===== src/rtl/strobe_shreg_pkg.sv =====
package strobe_shreg_pkg;
  localparam int unsigned WIDTH_DEF = 8;
  localparam logic [7:0] PRESET_DEF = 8'hA5;

  typedef enum logic {
    EDGE_RISE = 1'b0,
    EDGE_FALL = 1'b1
  } edge_kind_e;
endpackage


===== src/rtl/strobe_edge_det.sv =====
module strobe_edge_det #(
  parameter strobe_shreg_pkg::edge_kind_e KIND = strobe_shreg_pkg::EDGE_RISE
) (
  input  logic clk_i,
  input  logic rst_ni,
  input  logic lvl_i,
  output logic prev_o,
  output logic pulse_o
);
  logic prev_q;

  always_ff @(posedge clk_i or negedge rst_ni) begin
    if (!rst_ni) prev_q <= 1'b0;
    else         prev_q <= lvl_i;
  end

  generate
    if (KIND == strobe_shreg_pkg::EDGE_RISE) begin : g_rise
      assign pulse_o = lvl_i & ~prev_q;
    end else begin : g_fall
      assign pulse_o = ~lvl_i & prev_q;
    end
  endgenerate

  assign prev_o = prev_q;
endmodule


===== src/rtl/strobe_shreg_core.sv =====
module strobe_shreg_core #(
  parameter int unsigned WIDTH = strobe_shreg_pkg::WIDTH_DEF
) (
  input  logic             clk_i,
  input  logic             rst_ni,
  input  logic             load_i,
  input  logic [WIDTH-1:0] par_i,
  input  logic             step_i,
  input  logic             ser_i,
  output logic [WIDTH-1:0] par_o,
  output logic             ser_o
);
  localparam int unsigned MSB = WIDTH - 1;

  logic [WIDTH-1:0] q;
  logic [WIDTH-1:0] shifted;

  // bit 0 takes the serial input, every other bit takes its lower neighbour
  genvar b;
  generate
    for (b = 0; b < WIDTH; b++) begin : g_bit
      if (b == 0) begin : g_lsb
        assign shifted[b] = ser_i;
      end else begin : g_up
        assign shifted[b] = q[b-1];
      end
    end
  endgenerate

  always_ff @(posedge clk_i or negedge rst_ni) begin
    if (!rst_ni)     q <= '0;
    else if (load_i) q <= par_i;    // load has priority over step
    else if (step_i) q <= shifted;
  end

  assign par_o = q;
  assign ser_o = q[MSB];
endmodule


===== src/rtl/strobe_shreg_top.sv =====
module strobe_shreg_top #(
  parameter int unsigned      WIDTH  = strobe_shreg_pkg::WIDTH_DEF,
  parameter logic [WIDTH-1:0] PRESET = WIDTH'(strobe_shreg_pkg::PRESET_DEF)
) (
  input  logic             clk_i,
  input  logic             rst_ni,
  input  logic             ser_sw_i,
  input  logic             step_sw_i,
  input  logic             preset_btn_i,
  output logic [WIDTH-1:0] led_o,
  output logic             ser_o
);
  logic step_prev, step_pulse;
  logic btn_prev, btn_release;

  strobe_edge_det #(.KIND(strobe_shreg_pkg::EDGE_RISE)) u_step_edge (
    .clk_i  (clk_i),
    .rst_ni (rst_ni),
    .lvl_i  (step_sw_i),
    .prev_o (step_prev),
    .pulse_o(step_pulse)
  );

  strobe_edge_det #(.KIND(strobe_shreg_pkg::EDGE_FALL)) u_btn_edge (
    .clk_i  (clk_i),
    .rst_ni (rst_ni),
    .lvl_i  (preset_btn_i),
    .prev_o (btn_prev),
    .pulse_o(btn_release)
  );

  strobe_shreg_core #(.WIDTH(WIDTH)) u_core (
    .clk_i (clk_i),
    .rst_ni(rst_ni),
    .load_i(btn_release),
    .par_i (PRESET),
    .step_i(step_pulse),
    .ser_i (ser_sw_i),
    .par_o (led_o),
    .ser_o (ser_o)
  );
endmodule


===== config.mk =====
export PLATFORM = sky130hd
export DESIGN_NAME = strobe_shreg_top
export DESIGN_NICKNAME = d
export VERILOG_FILES = /design/src/rtl/strobe_shreg_pkg.sv /design/src/rtl/strobe_edge_det.sv /design/src/rtl/strobe_shreg_core.sv /design/src/rtl/strobe_shreg_top.sv
export SDC_FILE = /design/constraint.sdc
export NUM_CORES = 1
export LEC_CHECK = 0
export CORE_UTILIZATION = 30
export DETAILED_ROUTE_END_ITERATION = 8
export PLACE_DENSITY = 0.64
export SETUP_SLACK_MARGIN = 0.4
export SLEW_MARGIN = 25
export SYNTH_ARGS = -nofsm -noshare
export SYNTH_HDL_FRONTEND = slang
export SYNTH_SLANG_ARGS = --single-unit

===== constraint.sdc =====
create_clock -name clk_i -period 1.1 [get_ports clk_i]
set_clock_uncertainty 0.05 [all_clocks]
set_input_delay 0.11 -clock clk_i [delete_from_list [all_inputs] [get_ports clk_i]]
set_output_delay 0.11 -clock clk_i [all_outputs]
set_load 0.02 [all_outputs]

==> metrics.md, run 1 <==
| Metric | Value |
|---|---|
| Status | finished, final reports clean |
| Xor and xnor area share after synthesis | 0 |
| Setup total negative slack | 0 ps |
| Post-detail-place hpwl | 581.5 um |
| LEAKAGE | 0.3071 nW |
| Final Hold Violating Endpoints | 0 |
| Max-cap violations | 0 |
| Num CTS Buffers | 3 |
| Avg WL per Cell | 10.01 um |
| Pwr dens | 1516 nW/um^2 |
| Dominant synthesized flop cell | dfrtp_1 |
| Synthesized net count | 46 |
| DRT Wirelength | 781 um |
| Worst-path clk slew | 70 ps |
| Initial antenna violation count | 0 |
| DR DRC count | 0 |
| VDD IR max | 0.0005741 V |
| Final Slew Violations | 0 |
| Multiplexer share of the synthesized area | 0 |
| Reg2reg start | u_btn_edge.prev_o |
| Worst Path Max Fanout | 4 |
| Worst Path Arrival | 1050 ps |
| Cell area after synthesis | 397.9 sq um |
| Vias per inst | 4.513 |
| Die extent in x | 38.42 um |
| GRT overflow | 0 |
| Antenna Cells | 0 |
| Asr flop ratio synth | 1.000 |
| Post-Syn Instances | 41 |
| Worst hold-check path type | in -> async |
| Post-synth top cells | 16 x nand2_1, 10 x dfrtp_1, 4 x a21oi_1, 4 x nand3_1 |
| Fin crit period | 984.2 ps |
| Syn. warnings | 0 |
| Synth cell types | 9 |
| Vias | 352 |
| Antenna-violating nets left | 0 |
| Post-synth EDFFs | 0 |
| Site row count | 12 |
| Nets | 70 |
| CTS root buf | clkbuf_4 |
| Final Wtd Congestion | 0.7389 |
| CP startpoint | u_btn_edge.prev_o |
| Synth Register Bits | 10 |
| Maximum clock frequency | 1016 MHz |
| Worst Hold Slack | 76.46 ps |
| Total clock sinks | 10 |
| Simple-gate share of the synthesized area | 0.2704 |
| Core area | 1171 sq um |
| Vias in the first global route | 342 |
| CTS max path bufs | 2 |
| Area Growth Syn to Fin | 63.21% |
| Cell taking the most area after synthesis | dfrtp_1 |
| Syn Area/Cell | 9.704 sq um |
| Main combinational cell family by area after synthesis | simple AND/OR/NAND/NOR gates |
| Chip height | 38.42 um |
| Crit Path Category | reg -> reg |
| Die area | 1476 sq um |
| Setup-failing EPs final | 0 |
| DRT iter0 DRCs | 15 |
| Post-synth top area share | 0.6289 |
| Clk_lat worst skew | 260 ps |
| Part of the Yosys area used for sequential elements | 0.6289 |
| Startpoint Class | flip-flop |
| Worst path required time | 1170 ps |
| Ports | 14 |
| Compound-Gate Fraction of Synth Area | 0.05031 |
| PortBufs | 13 |
| Most numerous cell in the Yosys netlist | nand2_1 |
| GRT Total Usage | 0.1485 |
| Unrepaired setup endpoints after global routing | true |
| Share of cells above drive strength 1 | 0.4375 |
| Post-layout util | 0.5545 |
| H-tree depth | 1 |
| Tcrit/Tclk final | 0.8947 |
| CP endpoint kind | flip-flop |
| Largest net degree at the start of global routing | 11 |
| Worst Tran Pin Value | 424.3 ps |
| CTS tree | yes |
| Global-route wire length before repair | 1.414 mm |
| Finished Cell Area | 649.4 sq um |
| Drt pass-1 iters | 4 |
| Largest cells by area after synthesis | dfrtp_1 63%, nand2_1 15%, a21oi_1 5.0% |
| Placed cell area | 579.3 sq um |
| Slew headroom | 0.7166 |
| Fill count | 122 |
| Place WS | -84.80 ps |
| Synth Area in Adders | 0 |
| Setup slack after layout | 115.8 ps |
| Initial Utilization | 0.3397 |
-- layer usage --
layer	wire, um	part of all wire	up-vias	GRT usage
li1	-	-	178	-
met3	28	0.036	0	0.03488
met1	364	0.47	166	0.1771
met5	0	0	-	0
met4	0	0	0	0.1034
met2	388	0.50	8	0.2331
-- placed cells by master, fill, tap and decap left out, drive strengths merged --
| cell type | n |
|---|---|
| nor2b | 1 |
| clkbuf | 4 |
| nand2b | 2 |
| dfrtp | 10 |
| and2b | 1 |
| nand2 | 16 |
| buf | 18 |
| nand3 | 4 |
| a21oi | 4 |
| clkdlybuf4s50 | 4 |
-- cell families after synthesis --
logic type | count (synthesis)
flops | 10
simple gates | 24
buf+inv | 3
compound gates | 4
-- worst max-delay path, cell delays in order, from the launching register on --
cell and delay [ps]:
dfrtp_1 340, nor2b_1 380, a21oi_1 80
-- final cells by class --
type                            instances  area (sq um)  share of cell area
Clock buffer                            4         26.28             0.04046
Multi-Input combinational cell         28         145.1              0.2235
Timing Repair Buffer                   22         209.0              0.3218
Tap cell                               14         17.52             0.02697
Sequential cell                        10         251.5              0.3873
-- path summary, 6_finish.rpt --
| check | end | slack (ps) | depth (start not counted) |
|---|---|---|---|
| max in group asynchronous | u_core.par_o[7] | 770 | 2 |
| min in group clk_i | u_btn_edge.prev_o | 290 | 1 |
| max reg2reg | u_core.par_o[1] | 120 | 2 |
| min reg2reg | u_core.par_o[5] | 490 | 2 |
| max | u_core.par_o[1] | 120 | 2 |
| min | u_core.par_o[4] | 80 | 2 |
-- registers in the layout, indices dropped and copies added, names as in the netlist --
| name | flops |
|---|---|
| u_core.par_o | 8 |
| u_btn_edge.prev_o | 1 |
| u_step_edge.prev_o | 1 |
-- timing repair --
item                       4_1_cts  5_1_grt
resized for setup               54        6
pin swaps                        0        2
setup buffers                    2        0
setup endpoints to repair       17       17
hold buffers                     0        0
gates cloned                     0        0
-- power breakdown --
group / internal (W) / leakage (nW) / switching [W]
combinational: 0.000161 / 0.173 / 0.000129
sequential: 0.000407 / 0.119 / 0.0000274
clock: 0.000140 / 0.0150 / 0.000120
total: 0.000708 / 0.307 / 0.000276
-- per-stage QoR --
stage	power (W)	cells
floorplan	0.0005533	41
global placement	0.0006893	72
detailed placement	0.0006936	72
CTS	0.0009921	78
global route	0.001047	78
finish	0.0009843	78
(Power assumes the default switching activity.)
==> run 2, diff against run 1 <==
Settings changed: ABC_AREA set to 1, PLACE_DENSITY 0.64 to 0.63.
==> metrics.md, run 2 <==
| Metric | Value |
|---|---|
| CTS tree | yes (unchanged) |
| Post-synth top cells | 14 x nand2_1, 13 x nand3_1, 10 x dfrtp_1 (was 16 x nand2_1, 10 x dfrtp_1, 4 x a21oi_1, 4 x nand3_1) |
| Vias per inst | 4.604 (was 4.513) |
| Status | finished, final reports clean (unchanged) |
| Placed cells | 83 (was 72) |
| Total clock sinks | 10 (unchanged) |
| Final Slew Violations | 0 (unchanged) |
| Multi-input logic area | 242.7 sq um (was 145.1 sq um) |
| Initial Utilization | 0.3327 (was 0.3397) |
| Storage cell area | 251.5 sq um (unchanged) |
| Fill count | 121 (was 122) |
| Share of cells above drive strength 1 | 0.6184 (was 0.4375) |
| Core area | 1350 sq um (was 1171 sq um) |
| Die area | 1656 sq um (was 1476 sq um) |
| Syn. warnings | 0 (unchanged) |
| Asr flop ratio synth | 1.000 (unchanged) |
| Unrepaired setup endpoints after global routing | true (unchanged) |
| Synth cell types | 10 (was 9) |
| DRT Wirelength | 1.091 mm (was 781 um) |
| LEAKAGE | 0.4200 nW (was 0.3071 nW) |
| H-tree depth | 1 (unchanged) |
| Worst Path Max Fanout | 2 (was 4) |
| Final Wtd Congestion | 0.7784 (was 0.7389) |
| Ports | 14 (unchanged) |
| Non-Filler Instances | 91 (was 78) |
| Most frequent cells in the layout | 13 x buf_6, 9 x nand2_1, 9 x nand3_2, 9 x dfrtp_1, 7 x buf_4 (was 15 x nand2_1, 9 x buf_6, 9 x buf_4, 9 x dfrtp_1) |
| Nets | 83 (was 70) |
| Maximum clock frequency | 1025 MHz (was 1016 MHz) |
| Post-synth EDFFs | 0 (unchanged) |
| Global-route wire length before repair | 1.566 mm (was 1.414 mm) |
| Post-Syn Instances | 49 (was 41) |
| Setup slack after layout | 124.8 ps (was 115.8 ps) |
| GRT Total Usage | 0.1564 (was 0.1485) |
| VDD IR max | 0.0009668 V (was 0.0005741 V) |
| DRT iter0 DRCs | 7 (was 15) |
| CP endpoint kind | output pin (was flip-flop) |
| Clock power share | 0.216 (was 0.264) |
| Part of the Yosys area used for sequential elements | 0.5571 (was 0.6289) |
| Post-detail-place hpwl | 677 um (was 581.5 um) |
| Worst Hold Slack | 82.61 ps (was 76.46 ps) |
| Worst path required time | 940 ps (was 1170 ps) |
| Place WS | -68.65 ps (was -84.80 ps) |
| Cell area after synthesis | 449.2 sq um (was 397.9 sq um) |
| Startpoint Class | flip-flop (unchanged) |
| Max-cap violations | 0 (unchanged) |
| Pint | 0.0007465 W (was 0.0007079 W) |
| Most numerous cell in the Yosys netlist | nand2_1 (unchanged) |
| Dominant synthesized flop cell | dfrtp_1 (unchanged) |
| CTS max path bufs | 2 (unchanged) |
| Setup-failing EPs final | 0 (unchanged) |
| Area Growth Syn to Fin | 77.16% (was 63.21%) |
| Worst path top cell family by delay | flip-flops (was simple AND/OR/NAND/NOR gates) |
| Fin crit period | 975.2 ps (was 984.2 ps) |
| CTS hold repair buffers | 0 (unchanged) |
| Worst Tran Pin Value | 281.2 ps (was 424.3 ps) |
| CP Buf/Inv Count | 1 (was 0) |
| Post-synth top area share | 0.5571 (was 0.6289) |
| Worst Path Arrival | 820 ps (was 1050 ps) |
| CP startpoint | u_core.par_o[2] (was u_btn_edge.prev_o) |
| PortBufs | 13 (unchanged) |
| CP max stage delay | 420 ps (was 380 ps) |
| Cell taking the most area after synthesis | dfrtp_1 (unchanged) |
| Pwr dens | 1350 nW/um^2 (was 1516 nW/um^2) |
| Worst-path clk slew | 60 ps (was 70 ps) |
| Largest net degree at the start of global routing | 11 (unchanged) |
| Flop pwr share | 0.419 (was 0.442) |
| Largest cells by area after synthesis | dfrtp_1 56%, nand3_1 14%, nand2_1 12% (was dfrtp_1 63%, nand2_1 15%, a21oi_1 5.0%) |
| Vias in the first global route | 368 (was 342) |
| Slew headroom | 0.8126 (was 0.7166) |
| Num CTS Buffers | 3 (unchanged) |
| Drt pass-1 iters | 4 (unchanged) |
| Antenna-violating nets left | 0 (unchanged) |
| Vias | 419 (was 352) |
| Synthesized net count | 54 (was 46) |
| Sw Share | 0.3054 (was 0.2808) |
| CP cell instances | buf_6 (was nor2b_1, a21oi_1) |
| Avg WL per Cell | 11.99 um (was 10.01 um) |
| Max reg flops | 8 (unchanged) |
| Worst hold-check path type | in -> async (unchanged) |
| Antenna Cells | 0 (unchanged) |
| CTS root buf | clkbuf_4 (unchanged) |
| Final Power | 0.001075 W (was 0.0009843 W) |
| Clk_lat worst skew | 260 ps (about the same) |
| DR DRC count | 0 (unchanged) |
| Synth Register Bits | 10 (unchanged) |
| Crit Path Category | reg -> out (was reg -> reg) |
| Chip height | 40.70 um (was 38.42 um) |
| Die extent in x | 40.70 um (was 38.42 um) |
| Tcrit/Tclk final | 0.8865 (was 0.8947) |
| Slowest cell on the critical path | dfrtp_1 (was nor2b_1) |
| Reg2reg start | u_btn_edge.prev_o (unchanged) |
| Setup total negative slack | 0 ps (unchanged) |
| Initial antenna violation count | 0 (unchanged) |
| Comb pwr share | 0.365 (was 0.294) |
| NetSw | 0.0003281 W (was 0.0002764 W) |
| Site row count | 13 (was 12) |
| Syn Area/Cell | 9.167 sq um (was 9.704 sq um) |
| Most common cell after layout, fill and taps aside | buf_6 (was nand2_1) |
| GRT overflow | 0 (unchanged) |
| Final Hold Violating Endpoints | 0 (unchanged) |
==> run 2: cell families (layout without fill, tap and decap cells) <==
| group | after synthesis | in the layout | synth area share |
|---|---|---|---|
| flip-flops | 10 | 10 | 0.5571 |
| buffers and inverters | 8 | 33 | 0.09192 |
| AND/OR/NAND/NOR | 31 | 33 | 0.3510 |
==> run 2: per-layer routing <==
metal  share of wire  vias to the layer above  GRT usage  routed length, um
met1            0.43                      193     0.1554                469
met3           0.038                        2    0.08152                 42
met4           0.017                        0    0.07500                 19
li1                -                      213          -                  -
met5               0                        -          0                  0
met2            0.51                       11     0.2659                560
==> run 2: area by class of cell <==
cell class | count | share of cell area
tap | 15 | 0.02358
multi-input combinational | 33 | 0.3050
timing repair buffer | 24 | 0.2987
inverter | 6 | 0.02830
clock buffer | 3 | 0.02830
sequential | 10 | 0.3160
==> run 2: path summary, 6_finish.rpt <==
| path | cells past startpoint | slack, ps | endpoint |
|---|---|---|---|
| max reg2reg | 4 | 160 | u_core.par_o[2] |
| min reg2reg | 3 | 550 | u_core.par_o[6] |
| min | 2 | 80 | u_core.par_o[5] |
| max in group asynchronous | 2 | 760 | u_btn_edge.prev_o |
| min in group clk_i | 1 | 210 | u_step_edge.prev_o |
| max | 1 | 120 | led_o[2] |
==> run 2: through the flow <==
step                utilization  instance area (sq um)
global route             0.5894                  795.8
finish                   0.5894                  795.8
global placement         0.4736                  639.4
CTS                      0.5626                  759.5
detailed placement       0.4736                  639.4
floorplan                     -                  449.2
==> run 2: timing repair <==
item | CTS | global route
setup endpoints to repair | 17 | 17
setup buffers | 3 | 0
resized for setup | 67 | 11
endpoints found under the hold margin | 0 | 0
gates cloned | 2 | 0
pin swaps | 6 | 3
==> run 2: power by group through the flow <==
| stage | clock network, W | logic (W) | registers, W |
|---|---|---|---|
| 4_1_cts | 0.000250 | 0.000370 | 0.000449 |
| 5_1_grt | 0.000279 | 0.000421 | 0.000454 |
| 6_report | 0.000232 | 0.000392 | 0.000450 |
| 3_5_place_dp | 0 | 0.000302 | 0.000444 |
| 2_1_floorplan | 0 | 0.0000876 | 0.000492 |
| 3_3_place_gp | 0 | 0.000300 | 0.000442 |
